### src/rtl/flash_sts_pkg.sv
// Shared types for the flash operation status generator.
// Assumes op_mode values 6 and 7 are never driven; they behave as "none".
package flash_sts_pkg;

    typedef enum logic [2:0] {
        OPM_NONE     = 3'd0,
        OPM_PROG     = 3'd1,
        OPM_SERASE   = 3'd2,
        OPM_CERASE   = 3'd3,
        OPM_SUSP     = 3'd4,
        OPM_SUSPPROG = 3'd5
    } opm_e;

    typedef enum logic [1:0] {
        ST_ARRAY = 2'd0,
        ST_BUSY  = 2'd1,
        ST_GUARD = 2'd2
    } sts_state_e;

    localparam int unsigned BIT_TOG_DEV  = 6;
    localparam int unsigned BIT_FAIL     = 5;
    localparam int unsigned BIT_ETIMER   = 3;
    localparam int unsigned BIT_TOG_SECT = 2;

    // True for modes in which an embedded algorithm runs to completion
    function automatic logic is_run_mode(opm_e m);
        return (m == OPM_PROG) || (m == OPM_SERASE) || (m == OPM_CERASE);
    endfunction

    // True for modes in which sector selection for erase is meaningful
    function automatic logic is_erase_ctx(opm_e m);
        return (m == OPM_SERASE) || (m == OPM_CERASE) ||
               (m == OPM_SUSP)   || (m == OPM_SUSPPROG);
    endfunction

endpackage

### src/rtl/flash_sts_sect.sv
// Sector decode: maps read and program addresses to sector indices and
// evaluates the selection and protection masks.
// Assumes N_SECT is a power of two; the sector is the top address bits.
module flash_sts_sect #(
    parameter int N_SECT = 8,
    parameter int ADDR_W = 16
) (
    input  logic [ADDR_W-1:0] rd_addr,
    input  logic [ADDR_W-1:0] prog_addr,
    input  logic [N_SECT-1:0] erase_sel,
    input  logic [N_SECT-1:0] sect_prot,
    input  logic              chip_mode,
    output logic              rd_hit,
    output logic              prog_prot,
    output logic              sel_all_prot,
    output logic              chip_all_prot
);
    localparam int SECT_W   = (N_SECT > 1) ? $clog2(N_SECT) : 1;
    localparam int SECT_LSB = ADDR_W - SECT_W;

    logic [SECT_W-1:0] rd_idx;
    logic [SECT_W-1:0] pg_idx;
    logic [N_SECT-1:0] sel_eff;
    logic [N_SECT-1:0] sel_open;

    // Sector index of the read and program addresses
    always_comb begin
        rd_idx = SECT_W'(rd_addr >> SECT_LSB);
        pg_idx = SECT_W'(prog_addr >> SECT_LSB);
    end

    // Per-sector effective selection and selected-but-unprotected flags
    for (genvar i = 0; i < N_SECT; i++) begin : g_sect
        assign sel_eff[i]  = chip_mode | erase_sel[i];
        assign sel_open[i] = erase_sel[i] & ~sect_prot[i];
    end

    // Summary flags used by the sequencer and toggle logic
    always_comb begin
        rd_hit        = sel_eff[rd_idx];
        prog_prot     = sect_prot[pg_idx];
        sel_all_prot  = ~|sel_open;
        chip_all_prot = &sect_prot;
    end
endmodule

### src/rtl/flash_sts_seq.sv
// Operation sequencer: tracks whether status or array data is shown,
// runs the protected-sector guard window, and holds the failure,
// erase-timer and suspended-program-done flags.
// Assumes cmd_go, reset_cmd and alg_done are single-cycle pulses.
module flash_sts_seq
    import flash_sts_pkg::*;
#(
    parameter int PROG_WIN  = 100,
    parameter int ERASE_WIN = 5000,
    parameter int CNT_W     = 13
) (
    input  logic       clk,
    input  logic       rst_n,
    input  opm_e       mode,
    input  logic       cmd_go,
    input  logic       reset_cmd,
    input  logic       prog_prot,
    input  logic       sel_all_prot,
    input  logic       chip_all_prot,
    input  logic       alg_done,
    input  logic       pulse_ovf,
    input  logic       sect_tmo,
    output sts_state_e st,
    output logic       fail_q,
    output logic       dq3_q,
    output logic       sp_done_q
);
    localparam logic [CNT_W-1:0] PROG_LAST  = CNT_W'(PROG_WIN - 1);
    localparam logic [CNT_W-1:0] ERASE_LAST = CNT_W'(ERASE_WIN - 1);

    logic [CNT_W-1:0] win_cnt;

    // Main state and guard-window counter
    always_ff @(posedge clk) begin
        if (!rst_n) begin
            st      <= ST_ARRAY;
            win_cnt <= '0;
        end else if (reset_cmd) begin
            st <= ST_ARRAY;
        end else if (cmd_go) begin
            unique case (mode)
                OPM_PROG: begin
                    st      <= prog_prot ? ST_GUARD : ST_BUSY;
                    win_cnt <= PROG_LAST;
                end
                OPM_SERASE: begin
                    if (st != ST_BUSY) begin
                        st      <= sel_all_prot ? ST_GUARD : ST_BUSY;
                        win_cnt <= ERASE_LAST;
                    end
                end
                OPM_CERASE: begin
                    st      <= chip_all_prot ? ST_GUARD : ST_BUSY;
                    win_cnt <= ERASE_LAST;
                end
                default: ;
            endcase
        end else begin
            unique case (st)
                ST_BUSY: begin
                    if (alg_done && is_run_mode(mode) && !fail_q && !pulse_ovf)
                        st <= ST_ARRAY;
                end
                ST_GUARD: begin
                    if (win_cnt == '0) st <= ST_ARRAY;
                    else               win_cnt <= win_cnt - 1'b1;
                end
                default: ;
            endcase
        end
    end

    // Sticky failure flag, cleared only by the reset command
    always_ff @(posedge clk) begin
        if (!rst_n)                        fail_q <= 1'b0;
        else if (reset_cmd)                fail_q <= 1'b0;
        else if (st == ST_BUSY && pulse_ovf) fail_q <= 1'b1;
    end

    // Erase-acceptance timer flag
    always_ff @(posedge clk) begin
        if (!rst_n) begin
            dq3_q <= 1'b0;
        end else if (!reset_cmd && cmd_go && mode == OPM_SERASE) begin
            dq3_q <= 1'b0;
        end else if (!reset_cmd && cmd_go && mode == OPM_CERASE) begin
            dq3_q <= 1'b1;
        end else if (sect_tmo) begin
            dq3_q <= 1'b1;
        end
    end

    // Completion marker for a program run inside erase suspend
    always_ff @(posedge clk) begin
        if (!rst_n)                         sp_done_q <= 1'b0;
        else if (reset_cmd || cmd_go)       sp_done_q <= 1'b0;
        else if (mode != OPM_SUSPPROG)      sp_done_q <= 1'b0;
        else if (st == ST_BUSY && alg_done) sp_done_q <= 1'b1;
    end
endmodule

### src/rtl/flash_sts_toggle.sv
// Toggle bits: detects rising edges of the read strobe and inverts the
// device-wide and per-sector toggle bits when each is enabled.
// Assumes rd_stb is synchronous to clk.
module flash_sts_toggle (
    input  logic clk,
    input  logic rst_n,
    input  logic rd_stb,
    input  logic act_dev,
    input  logic act_sect,
    output logic stb_q,
    output logic tog_dev,
    output logic tog_sect
);
    logic rd_rise;

    // Rising edge of the read strobe
    assign rd_rise = rd_stb & ~stb_q;

    // Strobe history and the two toggle bits
    always_ff @(posedge clk) begin
        if (!rst_n) begin
            stb_q    <= 1'b0;
            tog_dev  <= 1'b0;
            tog_sect <= 1'b0;
        end else begin
            stb_q <= rd_stb;
            if (rd_rise && act_dev)  tog_dev  <= ~tog_dev;
            if (rd_rise && act_sect) tog_sect <= ~tog_sect;
        end
    end
endmodule

### src/rtl/flash_op_status.sv
// Flash operation status generator top: combines the sector decode,
// sequencer and toggle bits into the byte returned on reads.
// Assumes all inputs are synchronous to clk.
module flash_op_status
    import flash_sts_pkg::*;
#(
    parameter int N_SECT       = 8,
    parameter int ADDR_W       = 16,
    parameter int CLK_FREQ_HZ  = 50_000_000,
    parameter int PROG_WIN_US  = 2,
    parameter int ERASE_WIN_US = 100
) (
    input  logic              clk,
    input  logic              rst_n,
    input  logic              rd_stb,
    input  logic [ADDR_W-1:0] rd_addr,
    input  logic [7:0]        arr_data,
    input  logic [2:0]        op_mode,
    input  logic              cmd_go,
    input  logic              reset_cmd,
    input  logic [ADDR_W-1:0] prog_addr,
    input  logic [N_SECT-1:0] erase_sel,
    input  logic [N_SECT-1:0] sect_prot,
    input  logic              alg_done,
    input  logic              pulse_ovf,
    input  logic              sect_tmo,
    output logic [7:0]        rd_data
);
    localparam int CYC_PER_US = CLK_FREQ_HZ / 1_000_000;
    localparam int PROG_WIN   = CYC_PER_US * PROG_WIN_US;
    localparam int ERASE_WIN  = CYC_PER_US * ERASE_WIN_US;
    localparam int WIN_MAX    = (PROG_WIN > ERASE_WIN) ? PROG_WIN : ERASE_WIN;
    localparam int CNT_W      = $clog2(WIN_MAX + 1);

    opm_e       mode;
    sts_state_e st;
    logic       rd_hit, prog_prot, sel_all_prot, chip_all_prot;
    logic       fail_q, dq3_q, sp_done_q;
    logic       stb_q, tog_dev, tog_sect;
    logic       act_dev, act_sect, show_arr;
    logic [7:0] sts_byte;

    // Operation mode in typed form
    assign mode = opm_e'(op_mode);

    flash_sts_sect #(
        .N_SECT (N_SECT),
        .ADDR_W (ADDR_W)
    ) u_sect (
        .rd_addr       (rd_addr),
        .prog_addr     (prog_addr),
        .erase_sel     (erase_sel),
        .sect_prot     (sect_prot),
        .chip_mode     (mode == OPM_CERASE),
        .rd_hit        (rd_hit),
        .prog_prot     (prog_prot),
        .sel_all_prot  (sel_all_prot),
        .chip_all_prot (chip_all_prot)
    );

    flash_sts_seq #(
        .PROG_WIN  (PROG_WIN),
        .ERASE_WIN (ERASE_WIN),
        .CNT_W     (CNT_W)
    ) u_seq (
        .clk           (clk),
        .rst_n         (rst_n),
        .mode          (mode),
        .cmd_go        (cmd_go),
        .reset_cmd     (reset_cmd),
        .prog_prot     (prog_prot),
        .sel_all_prot  (sel_all_prot),
        .chip_all_prot (chip_all_prot),
        .alg_done      (alg_done),
        .pulse_ovf     (pulse_ovf),
        .sect_tmo      (sect_tmo),
        .st            (st),
        .fail_q        (fail_q),
        .dq3_q         (dq3_q),
        .sp_done_q     (sp_done_q)
    );

    // Enables for the two toggle bits
    always_comb begin
        act_dev  = (st == ST_GUARD) ||
                   (st == ST_BUSY && (is_run_mode(mode) ||
                                      (mode == OPM_SUSPPROG && !sp_done_q)));
        act_sect = (st != ST_ARRAY) && is_erase_ctx(mode) && rd_hit;
    end

    flash_sts_toggle u_tog (
        .clk      (clk),
        .rst_n    (rst_n),
        .rd_stb   (rd_stb),
        .act_dev  (act_dev),
        .act_sect (act_sect),
        .stb_q    (stb_q),
        .tog_dev  (tog_dev),
        .tog_sect (tog_sect)
    );

    // Assemble the status byte and choose it or array data
    always_comb begin
        sts_byte               = '0;
        sts_byte[BIT_TOG_DEV]  = tog_dev;
        sts_byte[BIT_FAIL]     = fail_q;
        sts_byte[BIT_ETIMER]   = dq3_q;
        sts_byte[BIT_TOG_SECT] = tog_sect;
        show_arr = (st == ST_ARRAY) || (st == ST_BUSY && mode == OPM_SUSP && !rd_hit);
        rd_data  = show_arr ? arr_data : sts_byte;
    end
endmodule

### config.mk
export PLATFORM = sky130hd
export DESIGN_NAME = flash_op_status
export DESIGN_NICKNAME = d
export VERILOG_FILES = /design/src/rtl/flash_sts_pkg.sv /design/src/rtl/flash_sts_sect.sv /design/src/rtl/flash_sts_seq.sv /design/src/rtl/flash_sts_toggle.sv /design/src/rtl/flash_op_status.sv
export SDC_FILE = /design/constraint.sdc
export NUM_CORES = 1
export LEC_CHECK = 0
export BUFFER_PORTS_ARGS = -buffer_cell sky130_fd_sc_hd__buf_2
export CAP_MARGIN = 15
export CORE_MARGIN = 2
export CORE_UTILIZATION = 51
export DETAILED_ROUTE_END_ITERATION = 12
export PLACE_DENSITY = 0.92
export SETUP_SLACK_MARGIN = 0.1
export SLEW_MARGIN = 10
export SYNTH_ARGS = -nofsm -noshare
export SYNTH_HDL_FRONTEND = slang
export SYNTH_HIERARCHICAL = 1
export SYNTH_SLANG_ARGS = --single-unit
### constraint.sdc
create_clock -name clk -period 5.2 [get_ports clk]
set_input_delay 1.04 -clock clk [delete_from_list [all_inputs] [get_ports clk]]
set_output_delay 1.04 -clock clk [all_outputs]
set_load 0.02 [all_outputs]
==> impl_metrics.json <==
{
  "cts_buffer_depth": 2,
  "post-route-drc-count": 0,
  "grt-busiest-layer": "met2",
  "drv_cap": 0,
  "cts_tree": "built",
  "final_cell_mix": "48 x buf_2, 21 x dfxtp_1, 16 x inv_1",
  "drt-total-wl_um": 4090,
  "clock_tree.root_cell": "clkbuf_4",
  "grt_util_met2_pct": 43.3,
  "drt_first_iter_violations": 114,
  "grt_pass1_vias": 1532,
  "cts_resized": 0,
  "drive_gt1_share_pct": 30.7,
  "ys_warn_count": 6,
  "ff2ff_setup_slack_ns": 2.79,
  "worst_skew_pair.late_latency_ns": 0.32,
  "drtAntennaViolNets": 0,
  "drt-vias-per-instance": 5.96,
  "cp.required_ns": 4.16,
  "place_congestion": 0.851,
  "place_ws_ns": 1.17,
  "numPortBuffers": 48,
  "seq_area_frac_synth_pct": 25.5,
  "grt_pass1_wl_um": 6580,
  "die_area_um2": 3710,
  "area_growth_pct": 17.0,
  "diodes": 0,
  "layout_commonest_cell": "buf_2",
  "tns_ns": 0,
  "dp.final_hpwl_um": 3150,
  "hold_viol": 0,
  "p_leak_nw": 0.828,
  "path_max_fanout": 8,
  "ios": 75,
  "die_height_um": 60.9,
  "syn_area_per_cell_um2": 8.56,
  "synthDistinctLibCells": 52,
  "min_path_cells": 2,
  "path_clk_slew_ns": 0.13,
  "hold_path_class": "flop to flop",
  "post-cts-setup-buffers": 0,
  "htreeDepth": 1,
  "finalInstanceArea_um2": 1930,
  "arrival_ns": 2.98,
  "cp_common_cell": "buf_2",
  "gr-usage-met3_pct": 3.84,
  "finalSetupViolCount": 0,
  "placed_cell_area_um2": 1910,
  "start_util_pct": 53.7,
  "ir_worst_vdd_uv": 80.7,
  "syn_nets": 262,
  "via_count": 1681,
  "cpPeakStageDelay_ns": 0.50,
  "drt-pass1-iter-count": 4,
  "fillers": 264,
  "syn_area_um2": 1650,
  "use_met1_pct": 27.2,
  "power.total_mw": 0.381,
  "netlist_instances": 193,
  "numCtsBuffers": 3,
  "grt_max_degree": 24,
  "grt_remaining_overflow": 0,
  "crit_chain": "buf_2 > mux2i_1 > mux4_2 > nand2b_1 > or4b_4 > a21oi_4 > mux2_2 > buf_2",
  "rows": 20,
  "crit_type": "primary input to output pin",
  "maxSlewHeadroom_pct": 67.0,
  "antenna_found_initial": 0,
  "wire_per_inst_um": 14.5,
  "ff2ff_path_depth": 7,
  "hold_ws_ns": 0.483,
  "status": "finished clean",
  "synth-edff-count": 0,
  "slew_viol_final": 0,
  "cts-hold-fix-buffers": 0,
  "tightest_slew_ns": 0.495,
  "ys.flop_type": "dfxtp_1",
  "critPathCaptureType": "output pin",
  "grt_use_total_pct": 23.8,
  "fmax_mhz": 249,
  "crit_slowest_cell": "or4b_4",
  "rsz0062_at_grt": "false",
  "synth-async-reset-ratio_pct": 0,
  "numClockSinks": 21,
  "critPathLaunchType": "primary input",
  "p_per_area_nw_per_um2": 197,
  "fin_crit_ns": 4.02,
  "period_share_pct": 77.4,
  "ys_ff_latch": 21,
  "setup_slack_ns": 1.18,
  "die-width_um": 60.9,
  "final_nets": 308,
  "coreArea_um2": 3080,
  "fin_worst_skew_ns": 0.00198
}
[area by class of cell]
cell class / instances / area [µm²] / share of cell area, %
clock buffer: 3 / 22.5 / 1.17
clock inverter: 1 / 5.00 / 0.259
inverter: 16 / 60.1 / 3.11
multi-input combinational: 149 / 1130 / 58.4
sequential: 21 / 420 / 21.7
tap: 44 / 55.1 / 2.85
timing repair buffer: 48 / 240 / 12.4
[per-layer routing]
layer,vias up,part of all wire [%],wire [µm]
met5,-,0,0
met4,0,1.8,75
met3,8,5.7,232
met2,68,50,2040
met1,780,42,1740
li1,825,-,-
[through the flow]
step | instances | util (%)
detailed placement | 278 | 61.9
floorplan | 193 | -
finish | 282 | 62.8
global placement | 278 | 61.9
CTS | 282 | 62.8
global route | 282 | 62.8
[sequential cells by signal, summed over array words and instances (netlist names)]
register / cells
u_seq/sp_done_q: 1
u_seq/st: 2
u_seq/fail_q: 1
u_tog/tog_sect: 1
u_seq/win_cnt: 13
u_tog/stb_q: 1
u_seq/dq3_q: 1
u_tog/tog_dev: 1
[synthesized netlist by cell type, types with 5 or more instances]
master    number  area (µm²)
nor3_1         5        25.0
inv_1         16        60.1
mux2_2         5        56.3
or4_1          5        37.5
nor2_1         9        33.8
a21oi_1        9        45.0
nand2_1        8        30.0
mux2i_1        7        70.1
nand4_1        5        31.3
o21ai_0        7        35.0
nand2b_1      13        81.3
dfxtp_1       21         420
[cell families after synthesis]
family	after synthesis	synth area share, %
flops	21	25.5
mux	15	12.0
simple gates	73	27.0
compound gates	57	26.9
xor+xnor	2	1.06
buf+inv	23	6.14
fa+ha+maj	2	1.51
[critical path: cells and delay by family]
family | cells | cell delay, ns
muxes | 3 | 0.81
and+or+nand+nor | 2 | 0.57
buffers and inverters | 2 | 0.30
AOI/OAI and AO/OA | 1 | 0.26
[where the power goes]
part	switching [mW]	internal [mW]	total, mW
Combinational	0.0673	0.0557	0.123
Sequential	0.00661	0.167	0.174
Clock	0.0559	0.0288	0.0848
Total	0.130	0.252	0.381
[worst paths after layout]
check	from	endpoint
hold reg to reg	u_tog/tog_sect	u_tog/tog_sect
hold / removal	u_tog/tog_sect	u_tog/tog_sect
setup reg to reg	u_seq/win_cnt[0]	u_seq/win_cnt[1]
setup / recovery	rd_addr[15]	rd_data[5]
No activity file was read; power rests on OpenSTA's default activity.
